[config.mk]
export PLATFORM = sky130hd
export DESIGN_NAME = ovsd_frame_decoder
export DESIGN_NICKNAME = d
export VERILOG_FILES = /design/src/rtl/ovsd_pkg.sv /design/src/rtl/ovsd_sync.sv /design/src/rtl/ovsd_voter.sv /design/src/rtl/ovsd_timer.sv /design/src/rtl/ovsd_fsm.sv /design/src/rtl/ovsd_frame_decoder.sv
export SDC_FILE = /design/constraint.sdc
export NUM_CORES = 1
export LEC_CHECK = 0
export BUFFER_PORTS_ARGS = -buffer_cell sky130_fd_sc_hd__buf_2
export CORE_MARGIN = 8
export CORE_UTILIZATION = 30
export CTS_CLUSTER_DIAMETER = 150
export DETAILED_ROUTE_END_ITERATION = 12
export GPL_ROUTABILITY_DRIVEN = 0
export SYNTH_ARGS = -nofsm -noshare
export SYNTH_HDL_FRONTEND = slang
export SYNTH_SLANG_ARGS = --single-unit
[constraint.sdc]
create_clock -name clk -period 2.4 [get_ports clk]
set_input_delay 0.48 -clock clk [delete_from_list [all_inputs] [get_ports clk]]
set_output_delay 0.48 -clock clk [all_outputs]
set_load 0.01 [all_outputs]
[src/rtl/ovsd_pkg.sv]
package ovsd_pkg;
  typedef enum logic [2:0] {
    ST_IDLE  = 3'd0,
    ST_FSTRT = 3'd1,
    ST_LEAD0 = 3'd2,
    ST_LEAD1 = 3'd3,
    ST_DATA  = 3'd4,
    ST_END1  = 3'd5,
    ST_END0  = 3'd6
  } ovsd_state_t;
endpackage

[src/rtl/ovsd_sync.sv]
module ovsd_sync #(
  parameter int STAGES = 2,
  parameter logic RST_VAL = 1'b1
) (
  input  logic clk,
  input  logic rst,
  input  logic din,
  output logic dout
);
  logic [STAGES-1:0] chain;

  always_ff @(posedge clk) begin
    if (rst) chain <= {STAGES{RST_VAL}};
    else     chain <= {chain[STAGES-2:0], din};
  end

  assign dout = chain[STAGES-1];
endmodule

[src/rtl/ovsd_voter.sv]
module ovsd_voter #(
  parameter int LEN = 5
) (
  input  logic clk,
  input  logic rst,
  input  logic din,
  output logic voted
);
  localparam int THR = (LEN + 1) / 2;
  localparam int CW  = $clog2(LEN + 1);

  logic [LEN-1:0] win;
  logic [CW-1:0]  ones;

  always_comb begin
    ones = '0;
    for (int i = 0; i < LEN; i++) ones = ones + CW'(win[i]);
  end

  always_ff @(posedge clk) begin
    if (rst) begin
      win   <= '1;
      voted <= 1'b1;
    end else begin
      win   <= {win[LEN-2:0], din};
      voted <= (ones >= CW'(THR));
    end
  end

  // a window that is all ones gives a voted 1 next cycle
  a_r2_unanimous_high: assert property (@(posedge clk) disable iff (rst)
    (&win) |=> voted);
  // a window that is all zeros gives a voted 0 next cycle
  a_r2_unanimous_low: assert property (@(posedge clk) disable iff (rst)
    (win == '0) |=> !voted);
endmodule

[src/rtl/ovsd_timer.sv]
module ovsd_timer #(
  parameter int OVS = 8
) (
  input  logic clk,
  input  logic rst,
  input  logic resync,
  output logic strobe
);
  localparam int CW  = $clog2(OVS);
  localparam int MID = OVS / 2;

  logic [CW-1:0] cnt;

  always_ff @(posedge clk) begin
    if (rst)                      cnt <= '0;
    else if (resync)              cnt <= CW'(1);
    else if (cnt == CW'(OVS - 1)) cnt <= '0;
    else                          cnt <= cnt + CW'(1);
  end

  assign strobe = (cnt == CW'(MID));

  // resync wins over the normal advance and loads 1
  a_r3_resync_loads_one: assert property (@(posedge clk) disable iff (rst)
    resync |=> (cnt == CW'(1)));
  // without resync the counter steps by one modulo OVS
  a_r3_modulo_step: assert property (@(posedge clk) disable iff (rst)
    (!resync && cnt != CW'(OVS - 1)) |=> (cnt == $past(cnt) + CW'(1)));
endmodule

[src/rtl/ovsd_fsm.sv]
module ovsd_fsm
  import ovsd_pkg::*;
#(
  parameter int BYTE_W = 8,
  parameter int CNT_W  = 8
) (
  input  logic              clk,
  input  logic              rst,
  input  logic              voted,
  input  logic              strobe,
  input  logic [CNT_W-1:0]  exp_bytes,
  output logic              resync,
  output logic [BYTE_W-1:0] byte_data,
  output logic              byte_valid,
  output logic              frame_done,
  output logic              fmt_err
);
  localparam int IW = $clog2(BYTE_W);

  ovsd_state_t      st;
  logic             v_prev;
  logic [IW-1:0]    idx;
  logic [BYTE_W-1:0] shreg;
  logic [CNT_W-1:0] nbytes;
  logic [CNT_W:0]   next_cnt;
  logic [BYTE_W-1:0] next_byte;

  assign resync = ((st == ST_IDLE) && v_prev) ||
                  ((st == ST_LEAD1) && v_prev && !voted);
  assign next_cnt  = {1'b0, nbytes} + (CNT_W+1)'(1);
  assign next_byte = {voted, shreg[BYTE_W-1:1]};

  always_ff @(posedge clk) begin
    if (rst) begin
      st         <= ST_IDLE;
      v_prev     <= 1'b1;
      idx        <= '0;
      shreg      <= '0;
      nbytes     <= '0;
      byte_data  <= '0;
      byte_valid <= 1'b0;
      frame_done <= 1'b0;
      fmt_err    <= 1'b0;
    end else begin
      v_prev     <= voted;
      byte_valid <= 1'b0;
      frame_done <= 1'b0;
      fmt_err    <= 1'b0;
      if (strobe) begin
        unique case (st)
          ST_IDLE: if (!voted) begin
            st     <= ST_FSTRT;
            nbytes <= '0;
          end
          ST_FSTRT: if (voted) st <= ST_LEAD0;
                    else begin fmt_err <= 1'b1; st <= ST_IDLE; end
          ST_LEAD0: if (voted) st <= ST_LEAD1;
                    else begin fmt_err <= 1'b1; st <= ST_IDLE; end
          ST_LEAD1: if (!voted) begin
            st  <= ST_DATA;
            idx <= '0;
          end else begin
            fmt_err <= 1'b1;
            st      <= ST_IDLE;
          end
          ST_DATA: begin
            shreg <= next_byte;
            if (idx == IW'(BYTE_W - 1)) begin
              byte_data  <= next_byte;
              byte_valid <= 1'b1;
              nbytes     <= nbytes + CNT_W'(1);
              if (next_cnt >= {1'b0, exp_bytes}) st <= ST_END1;
              else                               st <= ST_LEAD0;
            end else begin
              idx <= idx + IW'(1);
            end
          end
          ST_END1: if (!voted) st <= ST_END0;
                   else begin fmt_err <= 1'b1; st <= ST_IDLE; end
          ST_END0: begin
            st <= ST_IDLE;
            if (voted) frame_done <= 1'b1;
            else       fmt_err    <= 1'b1;
          end
          default: st <= ST_IDLE;
        endcase
      end
    end
  end

  // an error pulse is always accompanied by the idle state
  a_r6_err_returns_idle: assert property (@(posedge clk) disable iff (rst)
    fmt_err |-> (st == ST_IDLE));
  // the byte valid pulse lasts a single cycle
  a_r4_valid_single: assert property (@(posedge clk) disable iff (rst)
    byte_valid |=> !byte_valid);
  // the frame done pulse lasts a single cycle and ends in idle
  a_r5_done_single: assert property (@(posedge clk) disable iff (rst)
    frame_done |-> (st == ST_IDLE) ##1 !frame_done);
  // at most one of the three result pulses per cycle
  a_r5_pulses_exclusive: assert property (@(posedge clk) disable iff (rst)
    $onehot0({byte_valid, frame_done, fmt_err}));
  // state only moves in strobe cycles
  a_r4_state_holds: assert property (@(posedge clk) disable iff (rst)
    !strobe |=> $stable(st));
endmodule

[src/rtl/ovsd_frame_decoder.sv]
module ovsd_frame_decoder #(
  parameter int OVS      = 8,
  parameter int VOTE_LEN = 5,
  parameter int SYNC_STG = 2,
  parameter int BYTE_W   = 8,
  parameter int CNT_W    = 8
) (
  input  logic              clk,
  input  logic              rst,
  input  logic              rx_in,
  input  logic [CNT_W-1:0]  exp_bytes,
  output logic [BYTE_W-1:0] byte_data,
  output logic              byte_valid,
  output logic              frame_done,
  output logic              fmt_err
);
  logic rx_s, voted, resync, strobe;

  ovsd_sync #(.STAGES(SYNC_STG), .RST_VAL(1'b1)) u_sync (
    .clk(clk), .rst(rst), .din(rx_in), .dout(rx_s)
  );

  ovsd_voter #(.LEN(VOTE_LEN)) u_vote (
    .clk(clk), .rst(rst), .din(rx_s), .voted(voted)
  );

  ovsd_timer #(.OVS(OVS)) u_timer (
    .clk(clk), .rst(rst), .resync(resync), .strobe(strobe)
  );

  ovsd_fsm #(.BYTE_W(BYTE_W), .CNT_W(CNT_W)) u_fsm (
    .clk(clk), .rst(rst), .voted(voted), .strobe(strobe),
    .exp_bytes(exp_bytes), .resync(resync), .byte_data(byte_data),
    .byte_valid(byte_valid), .frame_done(frame_done), .fmt_err(fmt_err)
  );
endmodule

== Word level (Yosys, flattened, before mapping) ==
Index checks and enable logic that the tools add are counted.
Word-level totals
  output and inout port bits: 11
  input port bits: 11
  register bits: 45
  word-level logic and storage cells: 79
Operators by class
  add/sub/neg operators: 8
  eq/ne operators: 13
  bitwise operators: 3
  reduce and logical (&&, ||, !) cells: 19
  muxes and demuxes: 20
  magnitude comparators: 2
Operators by type and width (number)
  $mux W3: 7
  $eq A3 B3 Y1 const B: 6
  $pmux W3 S6: 1
  $mux W8: 2
  $pmux W8 S2: 1
  $reduce_or A3 Y1: 4
  $add A3 B1 Y3: 3
  $add A8 B1 Y9 const B: 1
  $ge A9 B8 Y1: 1
  $add A8 B1 Y8 const B: 1
  $reduce_and A4 Y1: 2
  $add A3 B1 Y3 const B: 2
  $eq A3 B2 Y1 const B: 2
  $ne A2 B2 Y1 const B: 3
  $pmux W3 S2: 1
  $reduce_and A3 Y1: 2
  $mux W1: 5
  $mux W2: 2
  $reduce_bool A2 Y1: 2
  $reduce_or A2 Y1: 2
  $eq A3 B1 Y1 const B: 1
  $ge A3 B2 Y1 const B: 1
  $logic_and A1 B1 Y1: 3
  $logic_not A3 Y1: 1
  other kinds (7): 9

== Depth between registers and ports, before layout ==
  word-level depth: 5
  mapped depth: 10
  depth with buffers taken out: 10

== By module ==
From an unflattened synthesis, not the netlist that was laid out.
Second synthesis, totals
  cell total of the unflattened synthesis: 271
  area total of the unflattened synthesis: 2318.5 µm²
Modules (own cells, without submodules)
  ovsd_fsm: seq. area each 660.6 µm², times used 1, cells each 229, area an instance 1861.8 µm²
  ovsd_voter: seq. area each 120.1 µm², times used 1, cells each 24, area an instance 256.5 µm²
  ovsd_timer: seq. area each 60.1 µm², times used 1, cells each 14, area an instance 147.6 µm²
  ovsd_sync: seq. area each 40.0 µm², times used 1, cells each 4, area an instance 52.6 µm²

== Worst setup path after synthesis ==
Ideal clock, no wire load.
  path kind: reg2reg
  start: register u_fsm.nbytes[2]
  end: register u_fsm.st[0]
  data arrival time: 2023 ps
  required time: 2268 ps
  clock period less this slack: 2155 ps
  library setup time: 132 ps
  path buffers: 0
  setup slack: 245 ps
  cell stages (with the launch flop): 11
  cell sequence: dfxtp_1 > and3_1 > nand3_1 > nor2_1 > xor2_1 > ha_1 > and3_1 > a221oi_1 > o21a_1 > a21o_1 > a21oi_1
Between the ends
  cells in the longest elaborated chain, start to end: 5
RTL lines
  start, declared: line ovsd_fsm.sv:24  | logic [CNT_W-1:0] nbytes;
  start signal, assigned: line ovsd_fsm.sv:71  | nbytes <= nbytes + CNT_W'(1);
  $add A8 B1 Y9: line ovsd_fsm.sv:30  | assign next_cnt = {1'b0, nbytes} + (CNT_W+1)'(1);
  $ge A9 B8 Y1: line ovsd_fsm.sv:72  | if (next_cnt >= {1'b0, exp_bytes}) st <= ST_END1;
  $mux W3: line ovsd_fsm.sv:72
  $mux W3: line ovsd_fsm.sv:68  | if (idx == IW'(BYTE_W - 1)) begin
  $pmux W3 S6: line ovsd_fsm.sv:50  | unique case (st)
  end signal, assigned: line ovsd_fsm.sv:52  | st <= ST_FSTRT;
  end signal, assigned: line ovsd_fsm.sv:72
  end signal, assigned: line ovsd_fsm.sv:73  | else st <= ST_LEAD0;
  end, declared: line ovsd_fsm.sv:20  | ovsd_state_t st;
No other way between the ends. The select of a mux whose other input is x is not followed.
A chain may end at the register's enable or synchronous reset.

== Worst setup path in the final report ==
  start: register u_fsm.nbytes[3]
  end: register u_fsm.st[0]
The elaborated chain is that of the path after synthesis.

==> metrics.md <==
| Metric | Value |
|---|---|
| Num ports | `22` |
| Routed WL per cell | `around 11 µm` |
| Final setup fails | `0` |
| CTS tree | `done` |
| Min Tclk post-route | `approximately 2.3 ns` |
| TritonCTS Buffers | `5` |
| Initial antenna violation count | `0` |
| Slowest CP cell | `dfxtp_1` |
| DRT iter0 DRCs | `between 90 and 100` |
| Largest net degree at the start of global routing | `22` |
| Net Count, Synth | `between 200 and 300` |
| Clk slew on worst S/H paths | `approximately 0.080 ns` |
| Seq/Total Area, Yosys | `between 40% and 50%` |
| Post-CTS Hold Buffers | `0` |
| Crit path buf inv count | `0` |
| Syn_area_per_cell | `8.478 µm²` |
| Synth cell types | `44` |
| CTS sink cnt | `44` |
| Final core utilization | `35.45%` |
| Synth top cells by count | `44 x dfxtp_1, 36 x nand2_1, 26 x a21oi_1` |
| Synth top area cells | `dfxtp_1 41%, ha_1 9.3%, nand2_1 6.3%, a21oi_1 6.0%, inv_1 3.7%` |
| EDFF count, synth | `0` |
| Layout cells sized above 1 | `approximately 18%` |
| Std cell rows | `31` |
| Worst VDD drop | `about 0.00018 V` |
| H-tree depth | `2` |
| Final wirelength | `approximately 4.3 mm` |
| Hold Crit Class | `input port to register` |
| Most used cell, CP | `and3_1` |
| Design area | `between 2000 and 3000 µm²` |
| Grt total ovfl | `0` |
| Most common cell in the synthesized netlist | `dfxtp_1` |
| Post-Syn Area | `between 2000 and 2500 µm²` |
| Crit-path max FO | `4` |
| DP Wirelength | `around 3.1 mm` |
| Final hold vios | `0` |
| Dominant cell type by area after synthesis | `dfxtp_1` |
| Critical path class | `register to register` |
| Count of pins over their slew limit | `0` |
| Worst EP required | `2.57 ns` |
| Static Leak | `about 1.0 nW` |
| I/O Buffers | `21` |
| Crit share post-route | `between 90% and 100%` |
| First-pass GRT wire length | `about 7.6 mm` |
| CTS max path bufs | `2` |
| Hold_ws | `0.3698 ns` |
| CP max stage delay | `between 0.3 and 0.4 ns` |
| Root buf cell | `clkbuf_8` |
| Layout area overhead | `16.85%` |
| Die footprint | `a little over 10000 µm²` |
| Ys async rst share | `0%` |
| Fmax achieved | `439.7 MHz` |
| Yosys top cell area share | `about two fifths` |
| Die H | `between 100 and 150 µm` |
| Post-synthesis register bit count | `44` |
| Skew final | `around 0.0041 ns` |
| Starting Density | `about 30%` |
| Pwr Density | `569.3 nW/µm²` |
| Vias in the first global route | `around 1700` |
| Antenna diode count | `0` |
| Vias/cell | `~4.7` |
| Most used DFF post-synth | `dfxtp_1` |
| MaxCap Viol Count | `0` |
| Setup crit start kind | `register` |
| Post-Syn Instances | `254` |
| Critical Path End Type | `register` |
| Gr usage total | `9.119%` |
| Routed vias | `1764` |
| Core ar. | `a little over 7000 µm²` |
| WP data arrival | `between 2 and 2.5 ns` |
| Cell Area, Placed | `~2400 µm²` |
| Status | `finished clean` |
| Yosys warns | `0` |
| Worst rel slew slack | `roughly 63%` |
| Kind of cell adding the most delay to the critical path | `compound AO/OA/AOI/OAI gates` |
| Clk_lat worst skew | `between 0.2 and 0.3 ns` |
| DRC viols | `0` |
| Actual slew at the worst max-slew pin | `about 0.56 ns` |
| Final net count | `307` |
| DIE WIDTH | `100.7 µm` |
| Drt pass-1 iters | `4` |
| CP cell instances | `and3_1 -> nand3_1 -> nor2_1 -> xor2_1 -> ha_1 -> and3_1 -> a221oi_1 -> o21a_1 -> a21o_1 -> a21oi_1` |
| Final ANT Viol Nets | `0` |
## final cells by class
cell class | instances | area (µm²)
fill | 751 | 4582
tap | 99 | 123.9
multi-input combinational | 175 | 1124
clock inverter | 2 | 60.06
timing repair buffer | 31 | 180.2
sequential | 44 | 880.8
inverter | 21 | 78.83
clock buffer | 5 | 68.82
## sequential cells by signal (all words and copies together), names as in the netlist, 2 cells and up
| register | cells |
|---|---|
| u_fsm.byte_data | 8 |
| u_fsm.idx | 3 |
| u_fsm.nbytes | 8 |
| u_fsm.shreg | 7 |
| u_fsm.st | 3 |
| u_sync.chain | 2 |
| u_timer.cnt | 3 |
| u_vote.win | 5 |
## metrics by stage
stage	power, mW	cells	setup TNS (ns)	worst slack (ns)
3_3_place_gp	0.7989	369	0	0.1982
4_1_cts	1.451	376	0	0.1450
2_1_floorplan	0.7821	254	0	0.2450
5_1_grt	1.489	377	-0.02578	-0.01622
6_report	1.432	377	0	0.1257
3_5_place_dp	0.8005	369	0	0.1659
## path summary, 6_finish.rpt
kind	start	to	slack (ns)	cells past startpoint
min reg2reg	u_sync.chain[1]$_SDFF_PP1_	u_vote.win[0]$_SDFF_PP1_	0.43	1
max reg2reg	u_fsm.nbytes[3]$_SDFFE_PP0P_	u_fsm.st[0]$_SDFFE_PP0P_	0.13	10
max	u_fsm.nbytes[3]$_SDFFE_PP0P_	u_fsm.st[0]$_SDFFE_PP0P_	0.13	10
min	rx_in	u_sync.chain[0]$_SDFF_PP1_	0.37	2
## logic make-up after synthesis
family	count (synthesis)	synth area share, %
flip-flops	44	40.91
buffers and inverters	35	7.031
AND/OR/NAND/NOR	87	19.18
XOR/XNOR	9	3.661
adder cells (fa/ha/maj)	18	11.16
AO/OA/AOI/OAI	61	18.07
## layer usage
| metal | vias to the layer above | routed length (µm) | track usage, % |
|---|---|---|---|
| met1 | 808 | 2110 | 11.61 |
| met5 | - | 0 | 0 |
| met2 | 36 | 1911 | 14.57 |
| met3 | 7 | 170 | 2.003 |
| met4 | 0 | 65 | 3.488 |
| li1 | 913 | - | - |
## repair_timing
item | CTS | global route
buffers inserted | 0 | 1
resized for setup | 0 | 1
setup endpoints to repair | 0 | 2
## layout by cell type, fill, tap and decap left out, types with 2 or more instances in the layout
cell       count
fa_1           2
nor4_1         3
buf_4         10
bufinv_16      2
and3_1         3
buf_2         21
a21o_1         3
a21oi_1       26
a22oi_1        3
o31a_1         2
dfxtp_1       44
xor2_1         3
nand2_1       36
a311oi_1       3
nand4_1        3
nor2_1        16
xnor2_1        6
nand3_1        6
o21ai_0       13
nor3_1         4
ha_1          15
inv_1         21
clkbuf_8       5
or2_2          7
## power breakdown
group	switching [mW]	internal [mW]
clock network	0.241	0.410
logic	0.0265	0.0184
registers	0.00352	0.734
(Power assumes the default switching activity.)
